[config.mk]
export PLATFORM = sky130hd
export DESIGN_NAME = sram_strobe_timer
export DESIGN_NICKNAME = d
export VERILOG_FILES = /design/src/rtl/sst_pkg.sv /design/src/rtl/sst_check.sv /design/src/rtl/sst_seq.sv /design/src/rtl/sst_strobe.sv /design/src/rtl/sram_strobe_timer.sv
export SDC_FILE = /design/constraint.sdc
export NUM_CORES = 1
export LEC_CHECK = 0
export ABC_AREA = 1
export BUFFER_PORTS_ARGS = -buffer_cell sky130_fd_sc_hd__buf_2
export CAP_MARGIN = 10
export CORE_ASPECT_RATIO = 0.75
export CORE_MARGIN = 8
export CORE_UTILIZATION = 40
export CTS_CLUSTER_SIZE = 28
export DETAILED_ROUTE_END_ITERATION = 8
export SKIP_CTS_REPAIR_TIMING = 1
export SLEW_MARGIN = 20
export SYNTH_ARGS = -nofsm -noshare
export SYNTH_HDL_FRONTEND = slang
export SYNTH_SLANG_ARGS = --single-unit
[constraint.sdc]
create_clock -name clk -period 3.2 [get_ports clk]
set_clock_uncertainty 0.1 [all_clocks]
set_input_delay 0.64 -clock clk [delete_from_list [all_inputs] [get_ports clk]]
set_output_delay 0.64 -clock clk [all_outputs]
set_load 0.05 [all_outputs]
[src/rtl/sst_pkg.sv]
package sst_pkg;
  // Coded field widths
  localparam int SU_CW = 6;
  localparam int PU_CW = 7;
  localparam int CY_CW = 9;
  // Decoded widths: coarse bit moves up two places for setup/pulse, one for cycle
  localparam int SU_W = SU_CW + 2;
  localparam int PU_W = PU_CW + 2;
  localparam int CY_W = CY_CW + 1;
  localparam int SUM_W = CY_W + 1;

  typedef struct packed {
    logic [SU_W-1:0] setup;
    logic [PU_W-1:0] pulse;
  } strobe_t;

  // 128*c[5] + c[4:0]
  function automatic logic [SU_W-1:0] dec_setup(input logic [SU_CW-1:0] c);
    return {c[SU_CW-1], 2'b00, c[SU_CW-2:0]};
  endfunction

  // 256*c[6] + c[5:0]
  function automatic logic [PU_W-1:0] dec_pulse(input logic [PU_CW-1:0] c);
    return {c[PU_CW-1], 2'b00, c[PU_CW-2:0]};
  endfunction

  // 256*c[8:7] + c[6:0]
  function automatic logic [CY_W-1:0] dec_cycle(input logic [CY_CW-1:0] c);
    return {c[CY_CW-1:CY_CW-2], 1'b0, c[CY_CW-3:0]};
  endfunction
endpackage

[src/rtl/sst_check.sv]
module sst_check
  import sst_pkg::*;
(
  input  logic [CY_W-1:0] cycle,
  input  strobe_t         cs,
  input  strobe_t         st,
  output logic            ok
);
  logic [SUM_W-1:0] cs_end, st_end;
  logic             pulse_ok, fit_ok;

  always_comb begin
    cs_end   = SUM_W'(cs.setup) + SUM_W'(cs.pulse);
    st_end   = SUM_W'(st.setup) + SUM_W'(st.pulse);
    pulse_ok = (cs.pulse != '0) && (st.pulse != '0);
    fit_ok   = (cs_end <= SUM_W'(cycle)) && (st_end <= SUM_W'(cycle));
    ok       = pulse_ok && fit_ok;
  end
endmodule

[src/rtl/sst_seq.sv]
module sst_seq
  import sst_pkg::*;
(
  input  logic            clk,
  input  logic            rst_n,
  input  logic            start,
  input  logic            cfg_ok,
  input  logic [CY_W-1:0] cycle_q,
  output logic            accept,
  output logic            busy,
  output logic [CY_W-1:0] cnt,
  output logic            done,
  output logic            err
);
  logic            busy_q, busy_d, err_q, err_d;
  logic [CY_W-1:0] cnt_q, cnt_d;
  logic            last;

  always_comb begin
    accept = start && !busy_q;
    last   = busy_q && (cnt_q == cycle_q - CY_W'(1));
    busy_d = busy_q;
    cnt_d  = cnt_q;
    err_d  = 1'b0;
    if (accept) begin
      if (cfg_ok) begin
        busy_d = 1'b1;
        cnt_d  = '0;
      end else begin
        err_d  = 1'b1;
      end
    end else if (busy_q) begin
      if (last) busy_d = 1'b0;
      else      cnt_d  = cnt_q + CY_W'(1);
    end
  end

  always_ff @(posedge clk or negedge rst_n) begin
    if (!rst_n) begin
      busy_q <= 1'b0;
      cnt_q  <= '0;
      err_q  <= 1'b0;
    end else begin
      busy_q <= busy_d;
      cnt_q  <= cnt_d;
      err_q  <= err_d;
    end
  end

  assign busy = busy_q;
  assign cnt  = cnt_q;
  assign done = last;
  assign err  = err_q;

  // A running phase advances by one per clock until its last clock
  assert_phase_steps_R8: assert property (@(posedge clk) disable iff (!rst_n)
    busy_q && !last |=> busy_q && (cnt_q == $past(cnt_q) + CY_W'(1)));
  // A rejected start never opens a phase
  assert_reject_idle_R10: assert property (@(posedge clk) disable iff (!rst_n)
    err_q |-> !busy_q);
endmodule

[src/rtl/sst_strobe.sv]
module sst_strobe
  import sst_pkg::*;
(
  input  logic            active,
  input  logic [CY_W-1:0] cnt,
  input  strobe_t         tm,
  output logic            strobe_n
);
  logic [SUM_W-1:0] lo_from, lo_to;

  always_comb begin
    lo_from  = SUM_W'(tm.setup);
    lo_to    = SUM_W'(tm.setup) + SUM_W'(tm.pulse);
    strobe_n = !(active && (SUM_W'(cnt) >= lo_from) && (SUM_W'(cnt) < lo_to));
  end
endmodule

[src/rtl/sram_strobe_timer.sv]
module sram_strobe_timer
  import sst_pkg::*;
#(
  parameter int ADDR_W = 24,
  parameter int BE_W   = 2
) (
  input  logic              clk,
  input  logic              rst_n,
  input  logic              start_i,
  input  logic              write_i,
  input  logic [ADDR_W-1:0] addr_i,
  input  logic [BE_W-1:0]   be_i,
  input  logic [SU_CW-1:0]  rd_cs_setup_i,
  input  logic [PU_CW-1:0]  rd_cs_pulse_i,
  input  logic [SU_CW-1:0]  rd_st_setup_i,
  input  logic [PU_CW-1:0]  rd_st_pulse_i,
  input  logic [CY_CW-1:0]  rd_cycle_i,
  input  logic [SU_CW-1:0]  wr_cs_setup_i,
  input  logic [PU_CW-1:0]  wr_cs_pulse_i,
  input  logic [SU_CW-1:0]  wr_st_setup_i,
  input  logic [PU_CW-1:0]  wr_st_pulse_i,
  input  logic [CY_CW-1:0]  wr_cycle_i,
  output logic              busy_o,
  output logic              done_o,
  output logic              cfg_err_o,
  output logic [ADDR_W-1:0] addr_o,
  output logic [BE_W-1:0]   be_o,
  output logic              cs_n_o,
  output logic              rd_n_o,
  output logic              wr_n_o
);
  localparam int N_STROBES = 2;  // 0: chip-select, 1: data strobe

  // Reset synchronizer: asserts at once, releases on the clock
  logic [1:0] rst_sync;
  logic       rst_s_n;
  always_ff @(posedge clk or negedge rst_n) begin
    if (!rst_n) rst_sync <= 2'b00;
    else        rst_sync <= {rst_sync[0], 1'b1};
  end
  assign rst_s_n = rst_sync[1];

  // Live decode of the selected direction
  strobe_t         live_tm [N_STROBES];
  logic [CY_W-1:0] live_cyc;
  always_comb begin
    if (write_i) begin
      live_tm[0] = '{setup: dec_setup(wr_cs_setup_i), pulse: dec_pulse(wr_cs_pulse_i)};
      live_tm[1] = '{setup: dec_setup(wr_st_setup_i), pulse: dec_pulse(wr_st_pulse_i)};
      live_cyc   = dec_cycle(wr_cycle_i);
    end else begin
      live_tm[0] = '{setup: dec_setup(rd_cs_setup_i), pulse: dec_pulse(rd_cs_pulse_i)};
      live_tm[1] = '{setup: dec_setup(rd_st_setup_i), pulse: dec_pulse(rd_st_pulse_i)};
      live_cyc   = dec_cycle(rd_cycle_i);
    end
  end

  logic cfg_ok, accept, busy, done, err;
  logic [CY_W-1:0] cnt;

  sst_check u_check (
    .cycle (live_cyc),
    .cs    (live_tm[0]),
    .st    (live_tm[1]),
    .ok    (cfg_ok)
  );

  // Captured access parameters
  strobe_t           tm_q [N_STROBES];
  logic [CY_W-1:0]   cyc_q;
  logic              dir_q;
  logic [ADDR_W-1:0] addr_q;
  logic [BE_W-1:0]   be_q;
  logic              cap_en;

  assign cap_en = accept && cfg_ok;

  always_ff @(posedge clk or negedge rst_s_n) begin
    if (!rst_s_n) begin
      cyc_q  <= CY_W'(3);
      dir_q  <= 1'b0;
      addr_q <= '0;
      be_q   <= '0;
    end else if (cap_en) begin
      cyc_q  <= live_cyc;
      dir_q  <= write_i;
      addr_q <= addr_i;
      be_q   <= be_i;
    end
  end

  sst_seq u_seq (
    .clk     (clk),
    .rst_n   (rst_s_n),
    .start   (start_i),
    .cfg_ok  (cfg_ok),
    .cycle_q (cyc_q),
    .accept  (accept),
    .busy    (busy),
    .cnt     (cnt),
    .done    (done),
    .err     (err)
  );

  logic strobe_n [N_STROBES];

  for (genvar g = 0; g < N_STROBES; g++) begin : g_strobe
    always_ff @(posedge clk or negedge rst_s_n) begin
      if (!rst_s_n) tm_q[g] <= '{setup: SU_W'(1), pulse: PU_W'(1)};
      else if (cap_en) tm_q[g] <= live_tm[g];
    end

    sst_strobe u_strobe (
      .active   (busy),
      .cnt      (cnt),
      .tm       (tm_q[g]),
      .strobe_n (strobe_n[g])
    );
  end

  assign busy_o    = busy;
  assign done_o    = done;
  assign cfg_err_o = err;
  assign addr_o    = addr_q;
  assign be_o      = be_q;
  assign cs_n_o    = strobe_n[0];
  assign rd_n_o    = dir_q  | strobe_n[1];
  assign wr_n_o    = !dir_q | strobe_n[1];

  assert_idle_quiet_R1: assert property (@(posedge clk) disable iff (!rst_s_n)
    !busy_o |-> cs_n_o && rd_n_o && wr_n_o);
  assert_addr_hold_R4: assert property (@(posedge clk) disable iff (!rst_s_n)
    busy_o && $past(busy_o) |-> $stable(addr_o) && $stable(be_o));
  assert_done_ends_R7: assert property (@(posedge clk) disable iff (!rst_s_n)
    done_o |=> !busy_o);
  assert_done_busy_R7: assert property (@(posedge clk) disable iff (!rst_s_n)
    done_o |-> busy_o);
  assert_strobe_excl_R12: assert property (@(posedge clk) disable iff (!rst_s_n)
    rd_n_o || wr_n_o);
endmodule

# [Yosys cells after proc, flatten, opt, wreduce, memory -nomap -nowiden]
# Cells that the tools add are included.
[classes] bitwise=2 n_div=0 n_reduce_logical=18 mux=12 order_cmp=6 n_eq_ne=3 multipliers=0 n_shift=0 add_sub_neg=6
[op_table] operator="2-to-1 mux 10 bit" count=5
[op_table] operator="adder 8 x 9 -> 10 bit" count=4
[op_table] operator="2-to-1 mux 34 bit" count=1
[op_table] operator="less-or-equal comparator 11 x 10 -> 1 bit" count=2
[op_table] operator="less-than comparator 10 x 11 -> 1 bit" count=2
[op_table] operator="greater-or-equal comparator 10 x 8 -> 1 bit" count=2
[op_table] operator="nonzero test 9 bit" count=2
[op_table] operator="adder 10 x 1 -> 10 bit, second input constant" count=1
[op_table] operator="== test 10 bit" count=1
[op_table] operator="logical AND 1 bit" count=10
[op_table] operator="subtractor 10 x 1 -> 10 bit, second input constant" count=1
[op_table] operator="2-to-1 mux 1 bit" count=6
[op_table] operator="logical NOT 1 bit" count=4
[op_table] operator="AND reduction 3 bit" count=1
[op_table] operator="!= test 2 x 1 -> 1 bit, second input constant" count=1
[op_table] operator="!= test 2 bit, second input constant" count=1
[op_table] operator="OR 1 bit" count=2
[op_table] operator="nonzero test 2 bit" count=1
[totals] ram_bits=0 memories=0 romBits=0 output_inout_bits=32 regBits=85 latchBits=0 in_bits=100

# [Depth between registers and ports, before layout]
[depth] depth_word=7 ltp_mapped=27

# [By module]
# From an unflattened synthesis, not the netlist that was laid out.
[unflattened] hier_cells=1091 area_unflattened_um2=7115.6
[by_module_without_submodules] module="sram_strobe_timer" cells_per_inst=381 seq_area_each_um2=1609.0 area_per_inst_um2=2962.8 n_inst=1
[by_module_without_submodules] module="sst_strobe" cells_per_inst=148 seq_area_each_um2=0.0 area_per_inst_um2=850.8 n_inst=2
[by_module_without_submodules] module="sst_check" cells_per_inst=224 seq_area_each_um2=0.0 area_per_inst_um2=1351.3 n_inst=1
[by_module_without_submodules] module="sst_seq" cells_per_inst=190 seq_area_each_um2=300.3 area_per_inst_um2=1099.8 n_inst=1

# [Worst setup path before layout]
# No wires, ideal clock.
[synth_path] path_type="input port to flip-flop" from="input port write_i" to="register u_seq.cnt_q[9] (netlist: u_seq.cnt[9])" arrival_ps=4000 path_buffers=5 cell_stages=24 slack_ps=-1020 path_cell_list="buf_4 > buf_2 > buf_2 > clkbuf_1 > mux2_2 > ha_1 > inv_1 > fa_1 > o21ai_0 > xnor2_1 > inv_1 > ha_1 > nand2_1 > nor2_1 > nand4_1 > nand2_1 > nand2_1 > nand2_2 > nand3_1 > nand2_1 > nand2_1 > buf_4 > nand2_1 > nand2_1"
[synth_lines] item="start: declaration" line="sram_strobe_timer.sv:10" source="input logic write_i,"
[synth_lines] item="end signal: assignment" line="sst_seq.sv:45" source="cnt_q <= cnt_d;"
[synth_lines] item="end: declaration" line="sst_seq.sv:16" source="logic [CY_W-1:0] cnt_q, cnt_d;"

# [Final worst setup path]
[layout_path] from="register tm_q[0] (netlist name)" to="output port wr_n_o"
[layout_via] elab_chain_len=5
[layout_rtl] item="start: declaration" line="sram_strobe_timer.sv:69" source="strobe_t tm_q [N_STROBES];"
[layout_rtl] item="start signal: indexed assignment" line="sram_strobe_timer.sv:109" source="if (!rst_s_n) tm_q[g] <= '{setup: SU_W'(1), pulse: PU_W'(1)};"
[layout_rtl] item="start signal: indexed assignment" line="sram_strobe_timer.sv:110" source="else if (cap_en) tm_q[g] <= live_tm[g];"
[layout_rtl] item="adder 8 x 9 -> 10 bit" line="sst_strobe.sv:13" source="lo_to = SUM_W'(tm.setup) + SUM_W'(tm.pulse);"
[layout_rtl] item="less-than comparator 10 x 11 -> 1 bit" line="sst_strobe.sv:14" source="strobe_n = !(active && (SUM_W'(cnt) >= lo_from) && (SUM_W'(cnt) < lo_to));"
[layout_rtl] item="logical AND 1 bit" line="sst_strobe.sv:14"
[layout_rtl] item="logical NOT 1 bit" line="sst_strobe.sv:14"
[layout_rtl] item="OR 1 bit" line="sram_strobe_timer.sv:128" source="assign wr_n_o = !dir_q | strobe_n[1];"
[layout_rtl] item="end: declaration" line="sram_strobe_timer.sv:30" source="output logic wr_n_o"
# No other way between the ends.

==> impl_metrics.json <==
{
  "async_flop_share_pct": 100,
  "finalCritPeriodShare_pct": 113,
  "synth_fp_nets": 1013,
  "violations": "setup timing",
  "syn_inst": 845,
  "die_w_um": 158,
  "clockBufferDepth": 2,
  "vias_per_cell": 5.02,
  "cap_violations": 0,
  "antenna_found_initial": 0,
  "ys.flop_type": "dfrtp_1",
  "wl_met2_um": 9280,
  "route.detailed.drc": 0,
  "dpl.hpwl_um": 13700,
  "r2r_cells": 15,
  "synth.avg_cell_area_sq_um": 7.18,
  "nFillCells": 1379,
  "clkTransAtPathRegs_ns": 0.06,
  "postLayoutSetupSlackWorst_ns": -0.430,
  "ys_seq_area_share_pct": 31.5,
  "power-per-cell-area_nw_per_um2": 879,
  "n_antenna_cell": 0,
  "io_buffers": 131,
  "die_height_um": 123,
  "overflow": 0,
  "setup_viol_count_final": 77,
  "fin_util_pct": 60.7,
  "first_global_vias": 6013,
  "grt_use_total_pct": 18.4,
  "syn_to_final_growth_pct": 50.3,
  "hold_ws_ns": 0.249,
  "postRouteAntennaNets": 0,
  "syn_area_sq_um": 6060,
  "end_kind": "primary output",
  "period_minus_slack_ns": 3.63,
  "max_slew_margin_pct": 35.3,
  "synth_top_area_share_pct": 28.9,
  "worstPathCellList": "ha_4 > inv_2 > fa_2 > inv_2 > a31oi_4 > nor2_1 > o21ai_1 > ha_1 > a21oi_2 > o21ai_1 > nand2_1 > nand3_2 > a31oi_4 > nand4_1 > buf_6",
  "yosysWarnings": 0,
  "die_area_sq_um": 19400,
  "status": "finished with violations",
  "endpoint": "wr_n_o",
  "wl_met1_um": 9400,
  "ir_drop_mv": 0.629,
  "r2r_slack_ns": 0.40,
  "slowest_delay_ns": 0.56,
  "grt_max_degree": 75,
  "ys_types": 35,
  "num_vias": 6369,
  "worstHoldPathType": "flip-flop to flip-flop",
  "leakage_nw": 4.84,
  "io_pins": 132,
  "drt_iter0_markers": 416,
  "rsz0062_at_grt": "yes",
  "grt_first_pass_wirelength_um": 29000,
  "row_count": 39,
  "dr_wl_met3_um": 939,
  "synth_top_cell_by_area": "dfrtp_1",
  "routabilityCongestion": 0.814,
  "synth.area.top_cells": "dfrtp_1 29%, nand2_1 17%, ha_1 13%, inv_1 7.2%, nand4_1 7.1%",
  "startpoint": "tm_q[0]",
  "ys_top_cells_by_count": "270 x nand2_1, 117 x inv_1, 70 x dfrtp_1",
  "final_nets": 1227,
  "cp_max_fo": 2,
  "crit_type": "flip-flop to primary output",
  "ys_ff_latch": 76,
  "synth_most_common_cell": "nand2_1",
  "hold_violations": 0,
  "htree_levels": 3,
  "root_buffer": "clkbuf_16",
  "cp-start-kind": "flip-flop",
  "cts_tree": "yes",
  "r2r-start": "cyc_q[0]",
  "crit_slowest_cell": "dfstp_2",
  "clk_latency_ns": 0.34,
  "highest_layer": "met4",
  "clock-sinks": 76,
  "reg2reg_to": "u_seq.cnt[9]",
  "worstPathArrival_ns": 2.89,
  "synth-edff-count": 0,
  "wl_per_cell_um": 15.9,
  "firstDrtPassIters": 5,
  "critPathRequiredTime_ns": 2.46,
  "initial_core_util_pct": 40.4,
  "core-area_sq_um": 15000,
  "drv_slew": 0,
  "fmax_mhz": 275,
  "drive_above_1_share_pct": 40.6,
  "worstMarginPinSlew_ns": 0.971,
  "wl_um": 20100,
  "cts_buffers": 9
}
[where the power goes]
group	internal [W]	switching, W
Combinational	0.00206	0.00288
Clock	0.000605	0.000396
Sequential	0.00143	0.000633
Total	0.00410	0.00391
[registers in the layout, indices dropped and copies added, names as in the netlist]
signal,count
tm_q,26
addr_o,24
u_seq.cnt,10
cyc_q,9
be_o,2
rst_sync,2
dir_q,1
u_seq.busy,1
u_seq.err,1
[final cells by class]
cell class	instances	area [sq um]	area share [%]
Clock buffer	12	236	2.59
Clock inverter	4	51.3	0.563
Inverter	117	439	4.82
Multi-Input combinational cell	616	4370	48.0
Sequential cell	76	1910	21.0
Tap cell	205	256	2.81
Timing Repair Buffer	239	1850	20.3
[stage by stage]
stage	setup WS (ns)	power (W)	area [sq um]	std cells	TNS (ns)
CTS	-0.546	0.00724	7900	1241	-23.81
global placement	-0.645	0.00612	7610	1225	-44.63
finish	-0.430	0.00801	9120	1269	-24.16
detailed placement	-0.671	0.00621	7610	1225	-47.72
global route	-0.566	0.00875	9120	1269	-36.35
floorplan	-0.526	0.00492	6280	845	-37.77
[layout by cell type, fill, tap and decap left out, types with 22 or more instances in the layout]
cell type | netlist | routed
nand3_1 | 30 | 22
nand2_2 | 1 | 66
buf_2 | 10 | 126
inv_1 | 117 | 109
buf_4 | 8 | 78
ha_1 | 64 | 51
nand2_4 | 0 | 28
nor2_1 | 47 | 43
dfrtp_1 | 70 | 69
a21oi_1 | 32 | 23
nand4_1 | 69 | 69
nand2_1 | 270 | 175
[critical path, delay by kind of cell (launching register included)]
| family | cells | cell delay (ns) |
|---|---|---|
| fa+ha+maj | 3 | 0.79 |
| flops | 1 | 0.56 |
| compound gates | 5 | 0.53 |
| simple gates | 4 | 0.37 |
| buf+inv | 3 | 0.29 |
[metal layers]
layer	track usage, %	vias up
li1	-	3194
met1	26.0	2951
met2	29.4	178
met3	3.27	46
met4	3.23	0
met5	0	-
[how the worst min path moves through the flow]
stage / startpoint / end / slack, ns / depth (start not counted)
after floorplan: rst_sync[0] / rst_sync[1] / 0.23 / 0
after global placement: rst_sync[0] / rst_sync[1] / 0.23 / 0
after detailed placement: rst_sync[0] / rst_sync[1] / 0.24 / 0
after CTS: rst_n / rst_sync[1] / -0.04 / 1
after global routing: rst_sync[0] / rst_sync[1] / 0.25 / 0
final: rst_sync[0] / rst_sync[1] / 0.25 / 0
[cells by family after synthesis]
group	Yosys count	share of synthesized area, %
buffers and inverters	155	10.5
and+or+nand+nor	431	30.8
DFF	76	31.5
adders and majority gates	68	14.5
AOI/OAI and AO/OA	81	7.30
other	1	0.0618
xor gates and xnor gates	23	3.32
muxes	10	1.92
No activity file was read; power rests on OpenSTA's default activity.
